### src/rtl/vq_pkg.sv
`timescale 1ns/1ps
package vq_pkg;

    typedef enum logic [0:0] {
        ST_AWAIT_START = 1'b0,
        ST_SEARCHING   = 1'b1
    } vq_state_e;

    typedef struct packed {
        logic valid;
        logic first_comp;
        logic last_comp;
        logic first_cv;
        logic last_cv;
    } vq_flags_t;

    localparam int FLAG_W = $bits(vq_flags_t);

endpackage

### src/rtl/vq_stream_tagger.sv
`timescale 1ns/1ps
module vq_stream_tagger
    import vq_pkg::*;
#(
    parameter int DW   = 12,
    parameter int KMAX = 8,
    parameter int NMAX = 512,
    localparam int KW   = $clog2(KMAX + 1),
    localparam int NW   = $clog2(NMAX + 1),
    localparam int IDXW = $clog2(NMAX)
) (
    input  logic            clk,
    input  logic            rst_n,
    input  logic            in_valid,
    input  logic            in_start,
    input  logic [DW-1:0]   vec_comp,
    input  logic [DW-1:0]   code_comp,
    input  logic [KW-1:0]   cfg_dim,
    input  logic [NW-1:0]   cfg_size,
    output logic [DW-1:0]   x_q,
    output logic [DW-1:0]   y_q,
    output vq_flags_t       flags_q,
    output logic [IDXW-1:0] idx_q
);

    vq_state_e       state_q, state_d;
    logic [KW-1:0]   comp_q, k_q, cur_comp, eff_k;
    logic [NW-1:0]   cv_q, n_q, cur_cv, eff_n;
    logic            accept, opens, is_last_comp, is_last_cv;

    // position of the pair on the inputs within its search
    always_comb begin
        accept       = in_valid && (in_start || state_q == ST_SEARCHING);
        opens        = in_valid && (in_start ||
                       (state_q == ST_SEARCHING && comp_q == '0 && cv_q == '0));
        eff_k        = opens ? cfg_dim : k_q;
        eff_n        = opens ? cfg_size : n_q;
        cur_comp     = in_start ? '0 : comp_q;
        cur_cv       = in_start ? '0 : cv_q;
        is_last_comp = (cur_comp == eff_k - KW'(1));
        is_last_cv   = (cur_cv == eff_n - NW'(1));
    end

    // transitions: open, hold, run
    always_comb begin
        state_d = state_q;
        unique case (state_q)
            ST_AWAIT_START: state_d = (in_valid && in_start) ? ST_SEARCHING : ST_AWAIT_START;
            ST_SEARCHING:   state_d = ST_SEARCHING;
        endcase
    end

    always_ff @(posedge clk or negedge rst_n) begin
        if (!rst_n) state_q <= ST_AWAIT_START;
        else        state_q <= state_d;
    end

    // component and codevector counters, configuration capture
    always_ff @(posedge clk or negedge rst_n) begin
        if (!rst_n) begin
            comp_q <= '0;
            cv_q   <= '0;
            k_q    <= '0;
            n_q    <= '0;
        end else if (accept) begin
            if (opens) begin
                k_q <= cfg_dim;
                n_q <= cfg_size;
            end
            if (is_last_comp) begin
                comp_q <= '0;
                cv_q   <= is_last_cv ? '0 : cur_cv + NW'(1);
            end else begin
                comp_q <= cur_comp + KW'(1);
                cv_q   <= cur_cv;
            end
        end
    end

    // stage 0 outputs
    always_ff @(posedge clk or negedge rst_n) begin
        if (!rst_n) begin
            x_q     <= '0;
            y_q     <= '0;
            flags_q <= '0;
            idx_q   <= '0;
        end else begin
            x_q                <= vec_comp;
            y_q                <= code_comp;
            flags_q.valid      <= accept;
            flags_q.first_comp <= (cur_comp == '0);
            flags_q.last_comp  <= is_last_comp;
            flags_q.first_cv   <= (cur_cv == '0);
            flags_q.last_cv    <= is_last_cv;
            idx_q              <= cur_cv[IDXW-1:0];
        end
    end

endmodule

### src/rtl/vq_absdiff.sv
`timescale 1ns/1ps
module vq_absdiff #(
    parameter int DW = 12,
    parameter int TW = 14
) (
    input  logic          clk,
    input  logic          rst_n,
    input  logic [DW-1:0] a_i,
    input  logic [DW-1:0] b_i,
    input  logic [TW-1:0] tag_i,
    output logic [DW-1:0] mag_o,
    output logic [TW-1:0] tag_o
);

    // stage 1: a + not(b) = a - b - 1, one sign-extended add
    logic [DW:0]   s1_q;
    logic [TW-1:0] tag1_q;

    always_ff @(posedge clk or negedge rst_n) begin
        if (!rst_n) begin
            s1_q   <= '0;
            tag1_q <= '0;
        end else begin
            s1_q   <= {a_i[DW-1], a_i} + ~{b_i[DW-1], b_i};
            tag1_q <= tag_i;
        end
    end

    // stage 2: one operation whatever the sign: increment or invert
    always_ff @(posedge clk or negedge rst_n) begin
        if (!rst_n) begin
            mag_o <= '0;
            tag_o <= '0;
        end else begin
            mag_o <= s1_q[DW] ? ~s1_q[DW-1:0] : s1_q[DW-1:0] + DW'(1);
            tag_o <= tag1_q;
        end
    end

endmodule

### src/rtl/vq_squarer.sv
`timescale 1ns/1ps
module vq_squarer #(
    parameter int DW = 12,
    parameter int TW = 14
) (
    input  logic            clk,
    input  logic            rst_n,
    input  logic [DW-1:0]   mag_i,
    input  logic [TW-1:0]   tag_i,
    output logic [2*DW-1:0] sq_o,
    output logic [TW-1:0]   tag_o
);

    localparam int H   = DW / 2;
    localparam int L   = DW - H;
    localparam int SQW = 2 * DW;

    logic [H-1:0]   hi;
    logic [L-1:0]   lo;
    logic [2*H-1:0] hh_q;
    logic [H+L-1:0] hl_q;
    logic [2*L-1:0] ll_q;
    logic [TW-1:0]  tag3_q;

    assign hi = mag_i[DW-1:L];
    assign lo = mag_i[L-1:0];

    // stage 3: three narrow partial products
    always_ff @(posedge clk or negedge rst_n) begin
        if (!rst_n) begin
            hh_q   <= '0;
            hl_q   <= '0;
            ll_q   <= '0;
            tag3_q <= '0;
        end else begin
            hh_q   <= {{H{1'b0}}, hi} * {{H{1'b0}}, hi};
            hl_q   <= {{L{1'b0}}, hi} * {{H{1'b0}}, lo};
            ll_q   <= {{L{1'b0}}, lo} * {{L{1'b0}}, lo};
            tag3_q <= tag_i;
        end
    end

    // stage 4: (h*2^L + l)^2 = h^2*2^2L + 2hl*2^L + l^2
    always_ff @(posedge clk or negedge rst_n) begin
        if (!rst_n) begin
            sq_o  <= '0;
            tag_o <= '0;
        end else begin
            sq_o  <= (SQW'(hh_q) << (2 * L)) + (SQW'(hl_q) << (L + 1)) + SQW'(ll_q);
            tag_o <= tag3_q;
        end
    end

endmodule

### src/rtl/vq_min_tracker.sv
`timescale 1ns/1ps
module vq_min_tracker
    import vq_pkg::*;
#(
    parameter int SQW  = 24,
    parameter int KMAX = 8,
    parameter int IDXW = 9,
    localparam int ACCW = SQW + $clog2(KMAX)
) (
    input  logic            clk,
    input  logic            rst_n,
    input  logic [SQW-1:0]  sq_i,
    input  vq_flags_t       flags_i,
    input  logic [IDXW-1:0] idx_i,
    output logic            done_o,
    output logic [IDXW-1:0] best_idx_o,
    output logic [ACCW-1:0] err_o
);

    logic [ACCW-1:0] acc_q, err_q, acc_sum, ref_v;
    logic [IDXW-1:0] best_q;
    logic            better, closes;

    always_comb begin
        acc_sum = flags_i.first_comp ? ACCW'(sq_i) : acc_q + ACCW'(sq_i);
        ref_v   = flags_i.first_cv ? '1 : err_q;
        better  = acc_sum < ref_v;
        closes  = flags_i.valid && flags_i.last_comp;
    end

    always_ff @(posedge clk or negedge rst_n) begin
        if (!rst_n) begin
            acc_q      <= '0;
            err_q      <= '1;
            best_q     <= '0;
            done_o     <= 1'b0;
            best_idx_o <= '0;
        end else begin
            done_o <= closes && flags_i.last_cv;
            if (flags_i.valid) acc_q <= acc_sum;
            if (closes) begin
                if (flags_i.last_cv) begin
                    err_q      <= '1;
                    best_q     <= '0;
                    best_idx_o <= better ? idx_i : best_q;
                end else if (better) begin
                    err_q  <= acc_sum;
                    best_q <= idx_i;
                end
            end
        end
    end

    assign err_o = err_q;

endmodule

### src/rtl/vq_search_engine.sv
`timescale 1ns/1ps
module vq_search_engine
    import vq_pkg::*;
#(
    parameter int DW   = 12,
    parameter int KMAX = 8,
    parameter int NMAX = 512,
    localparam int KW   = $clog2(KMAX + 1),
    localparam int NW   = $clog2(NMAX + 1),
    localparam int IDXW = $clog2(NMAX)
) (
    input  logic            clk,
    input  logic            rst_n,
    input  logic            in_valid,
    input  logic            in_start,
    input  logic [DW-1:0]   vec_comp,
    input  logic [DW-1:0]   code_comp,
    input  logic [KW-1:0]   cfg_dim,
    input  logic [NW-1:0]   cfg_size,
    output logic            match_done,
    output logic [IDXW-1:0] match_idx
);

    localparam int SQW  = 2 * DW;
    localparam int ACCW = SQW + $clog2(KMAX);
    localparam int TW   = FLAG_W + IDXW;

    logic [DW-1:0]   x0, y0, mag2;
    vq_flags_t       f0, f4;
    logic [IDXW-1:0] idx0, idx4;
    logic [TW-1:0]   tag0, tag2, tag4;
    logic [SQW-1:0]  sq_term;
    logic [ACCW-1:0] err_ref;
    logic            t0_valid, sq_valid;

    vq_stream_tagger #(.DW(DW), .KMAX(KMAX), .NMAX(NMAX)) u_tag (
        .clk(clk), .rst_n(rst_n), .in_valid(in_valid), .in_start(in_start),
        .vec_comp(vec_comp), .code_comp(code_comp),
        .cfg_dim(cfg_dim), .cfg_size(cfg_size),
        .x_q(x0), .y_q(y0), .flags_q(f0), .idx_q(idx0)
    );

    assign tag0     = {idx0, f0};
    assign t0_valid = f0.valid;

    vq_absdiff #(.DW(DW), .TW(TW)) u_abs (
        .clk(clk), .rst_n(rst_n), .a_i(x0), .b_i(y0), .tag_i(tag0),
        .mag_o(mag2), .tag_o(tag2)
    );

    vq_squarer #(.DW(DW), .TW(TW)) u_sq (
        .clk(clk), .rst_n(rst_n), .mag_i(mag2), .tag_i(tag2),
        .sq_o(sq_term), .tag_o(tag4)
    );

    assign f4       = vq_flags_t'(tag4[FLAG_W-1:0]);
    assign idx4     = tag4[TW-1:FLAG_W];
    assign sq_valid = f4.valid;

    vq_min_tracker #(.SQW(SQW), .KMAX(KMAX), .IDXW(IDXW)) u_min (
        .clk(clk), .rst_n(rst_n), .sq_i(sq_term), .flags_i(f4), .idx_i(idx4),
        .done_o(match_done), .best_idx_o(match_idx), .err_o(err_ref)
    );

endmodule

### config.mk
export PLATFORM = sky130hd
export DESIGN_NAME = vq_search_engine
export DESIGN_NICKNAME = d
export VERILOG_FILES = /design/src/rtl/vq_pkg.sv /design/src/rtl/vq_stream_tagger.sv /design/src/rtl/vq_absdiff.sv /design/src/rtl/vq_squarer.sv /design/src/rtl/vq_min_tracker.sv /design/src/rtl/vq_search_engine.sv
export SDC_FILE = /design/constraint.sdc
export NUM_CORES = 1
export LEC_CHECK = 0
export ABC_AREA = 1
export BUFFER_PORTS_ARGS = -buffer_cell sky130_fd_sc_hd__buf_4
export CELL_PAD_IN_SITES_DETAIL_PLACEMENT = 1
export CELL_PAD_IN_SITES_GLOBAL_PLACEMENT = 1
export CORE_ASPECT_RATIO = 0.8
export CORE_MARGIN = 2
export CORE_UTILIZATION = 49
export CTS_CLUSTER_DIAMETER = 30
export DETAILED_ROUTE_END_ITERATION = 8
export PLACE_DENSITY = 0.79
export RECOVER_POWER = 50
export SETUP_SLACK_MARGIN = 0.05
export SLEW_MARGIN = 20
export SYNTH_ARGS = -nofsm -noshare
export SYNTH_HDL_FRONTEND = slang
export SYNTH_SLANG_ARGS = --single-unit
### constraint.sdc
create_clock -name clk -period 4.5 [get_ports clk]
set_input_delay 0.225 -clock clk [delete_from_list [all_inputs] [get_ports clk]]
set_output_delay 0.225 -clock clk [all_outputs]
set_load 0.05 [all_outputs]
==> results by group <==
Synthesis
  • Ys async rst share: 100%
  • Synth cell types: 48
  • Most used DFF post-synth: dfrtp_1
  • Netlist Area Pre-Place: between 15,000 and 20,000 um2
  • Post-synth top area share: around 41%
  • Synthesized area per cell: between 8 and 9 um2
  • Syn Nets: 1,916
  • Sequential area share after synthesis: 46.0%
  • Yosys top cell by area: dfrtp_1
  • Number of enable flip-flop cells after synthesis: 0
  • Warnings, synthesis: 0
  • Top cells by area, synth: dfrtp_1 (41%), ha_1 (10%), nand2_1 (8.6%), inv_1 (6.3%), dfstp_2 (4.7%)
  • Mapped Cells: 1,713
  • Synth Register Bits: about 280

Pwr
  • Worst IR Drop VDD: 0.000489 V
  • Cell leakage power: between 0.009 and 0.01 uW
  • Power per Cell Area: 861 nW/um2

Finish
  • Commonest non-fill, non-tap cell in the layout: nand2_1
  • Final Core Density: 60.5%
  • Share of cells above drive strength 1: 13.0%
  • Synth-to-layout area growth: 21.1%
  • Fill cells: 3,459
  • Most frequent cells in the layout: nand2_1 (347), inv_1 (255), dfrtp_1 (249)
  • # nets final: 2,041
  • Antenna diodes: 0

Timing
  • Tmin final: between 4 and 5 ns
  • Fin. Hold Viols: 0
  • Rel. slew slack: -86.5%
  • Clk_skew: 0.0355 ns
  • Setup TNS Final: 0 ns
  • Worst-margin pin slew: between 2 and 3 ns
  • Final worst slack: 0.237 ns
  • Slew Viols, Final: ~110
  • Max Clk Rate: 235 MHz
  • Finish-stage setup viols: 0
  • Fin crit share: 94.7%
  • RSZ-0062 raised after global routing: false

Critical path
  • Startpoint types: flip-flop
  • Crit path DAT: around 4.8 ns
  • Crit path capture type: flip-flop
  • Max FO, Critical Path: 20
  • CP required: around 5 ns
  • Setup CP Type: reg -> reg
  • Crit path largest cell delay: ~0.38 ns
  • Bufs and invs on worst path: 4
  • CP dominant cell by count: nand2_1
  • Max stage delay cell, worst path: dfrtp_1
  • Cell family with most CP delay: compound AO/OA/AOI/OAI gates

Die
  • IO Count: 52
  • Core area: 30,500 um2
  • Initial Utilization: 49.9%
  • Row count: 57
  • Chip height: 162 um
  • Die Width: roughly 200 um
  • Die ar.: 32,500 um2

CTS
  • Clock sink total: 278
  • H-tree depth: 2
  • CTS max path bufs: 3
  • Clk root buf: clkbuf_16
  • CTS buffer count: 54
  • CTS tree: yes
  • Clock insertion delay at the later pin of the skew report: ~0.59 ns
  • Worst-path clk slew: 0.05 ns

Global route
  • GRT Total Usage: between 20% and 30%
  • Global-route wire length before repair: 74.2 mm
  • Global route overflow: 0
  • Largest net degree at the start of global routing: 105
  • Initial antenna violation count: 0
  • Vias in the first global route: 14,200

Place
  • PortBufs: 51
  • RD Place Congestion: between 0.8 and 0.9
  • Hpwl dp: between 20 and 30 mm
  • Worst Setup Slack post-DPL: about 0.24 ns

Flow run
  • Max-cap violations: 1

Drt
  • Mean routed wirelength per cell: 20.0 um
  • Drt via density: 5.46
  • Final ANT Viol Nets: 0
  • Final wirelength: 45.9 mm
  • Drt pass-1 iters: 5
  • Via count: 12,500
  • Starting DRT DRC Count: 750
  • DRC viols: 0

Status
  • Failing checks: max-capacitance violations, max-slew violations
  • Outcome: complete, but fails checks

Hold path
  • Type of the worst min-delay path: in -> reg
path summary, 6_finish.rpt:
check | startpoint | end | slack (ns) | cells past startpoint
min in group asynchronous | rst_n | u_sq.sq_o[5]$_DFF_PN0_ | 1.04 | 2
worst max register to register | u_sq.sq_o[2]$_DFF_PN0_ | u_min.err_o[13]$_DFFE_PN1P_ | 0.24 | 26
worst min register to register | u_sq.ll_q[2]$_DFF_PN0_ | u_sq.sq_o[2]$_DFF_PN0_ | 0.34 | 0
worst max-delay path | u_sq.sq_o[2]$_DFF_PN0_ | u_min.err_o[13]$_DFFE_PN1P_ | 0.24 | 26
worst min-delay path | cfg_size[4] | u_tag.n_q[4]$_DFFE_PN0P_ | 0.09 | 5
max in group asynchronous | rst_n | u_min.acc_q[3]$_DFFE_PN0P_ | 0.77 | 3
cell usage after synthesis (2+ instances only):
cell      count
o21a_1        6
ha_1        126
a21o_1        5
a21oi_1     101
nor3_1       17
xor2_1       48
o211ai_1      2
nand3_1      72
nor2_4        2
buf_2         4
o22ai_1      14
fa_1         35
o21ai_0      90
nor2_1      154
a31o_2        2
inv_2         3
nand4_1      11
nand2_2       8
dfrtp_1     251
nand3_2       4
nand2_1     348
nand3_4       2
and2_1        3
xnor2_1      23
dfstp_2      27
o221ai_1      2
o21ai_1       9
nand2_4       4
buf_1         2
or2_2        11
inv_1       255
nor2_2        5
clkbuf_1     33
o21ai_2       2
a31oi_1      15
nand3b_1      5
cell type report:
| class | instances | area [um2] | area share [%] |
|---|---|---|---|
| Inverter | 260 | 977 | 5.30 |
| Timing Repair Buffer | 111 | 898 | 4.88 |
| Multi-Input combinational cell | 1133 | 7100 | 38.5 |
| Clock buffer | 64 | 1460 | 7.92 |
| Tap cell | 413 | 517 | 2.81 |
| Sequential cell | 278 | 6990 | 38.0 |
| Clock inverter | 38 | 482 | 2.61 |
worst min-delay path, stage by stage:
cell	delay [ns]
buf_4	0.08
inv_1	0.04
nand2_1	0.07
o21ai_2	0.09
inv_1	0.11
state kept, by name, summed over array words and instances (netlist names), 9 cells and up:
signal and cells:
u_min.acc_q 27, u_tag.cv_q 10, u_tag.y_q 12, u_sq.ll_q 11, u_abs.tag1_q 14, u_tag.x_q 12
u_min.best_idx_o 9, u_tag.idx_q 9, u_sq.tag_o 14, u_abs.tag_o 14, u_sq.hh_q 11, u_tag.n_q 10
u_sq.tag3_q 14, u_abs.s1_q 13, u_min.best_q 9, u_sq.sq_o 23, u_abs.mag_o 12, u_min.err_o 27
u_sq.hl_q 12
power by group:
| part | internal [uW] | switching, uW | total [uW] |
|---|---|---|---|
| clock | 2720 | 1530 | 4250 |
| sequential | 3370 | 542 | 3910 |
| combinational | 2860 | 4840 | 7710 |
| total | 8940 | 6920 | 15900 |
kinds of logic (layout without fill, tap and decap cells):
| group | after synthesis | after routing | share of synthesized area, % |
|---|---|---|---|
| DFF | 278 | 278 | 46.0 |
| buffers and inverters | 302 | 473 | 7.68 |
| xor gates and xnor gates | 71 | 71 | 4.09 |
| adders and majority gates | 161 | 161 | 15.0 |
| AOI/OAI and AO/OA | 253 | 253 | 9.06 |
| and+or+nand+nor | 648 | 648 | 18.2 |
metal layers:
layer | track usage [%] | part of all wire, % | up-vias
met5 | 0 | 0 | -
met4 | 12.4 | 4.0 | 0
met3 | 4.90 | 4.3 | 131
met2 | 52.8 | 52 | 334
met1 | 33.8 | 40 | 6329
li1 | - | - | 5739
timing repair:
action,in CTS,in global routing
endpoints found under the setup margin,0,46
gates resized for setup,0,27
hold endpoints to repair,134,0
buffers inserted,0,2
hold buffers,37,0
metrics by stage:
stage | cell area (um2) | hold WS, ns | power [uW] | std cells
floorplan | 15200 | -0.0706 | 9150 | 1713
global placement | 16100 | 0.322 | 10700 | 2156
detailed placement | 16100 | 0.335 | 11200 | 2156
CTS | 18400 | 0.0397 | 15800 | 2295
global route | 18400 | 0.129 | 17200 | 2297
finish | 18400 | 0.0880 | 15900 | 2297
Power figures use the tool's default switching activity.
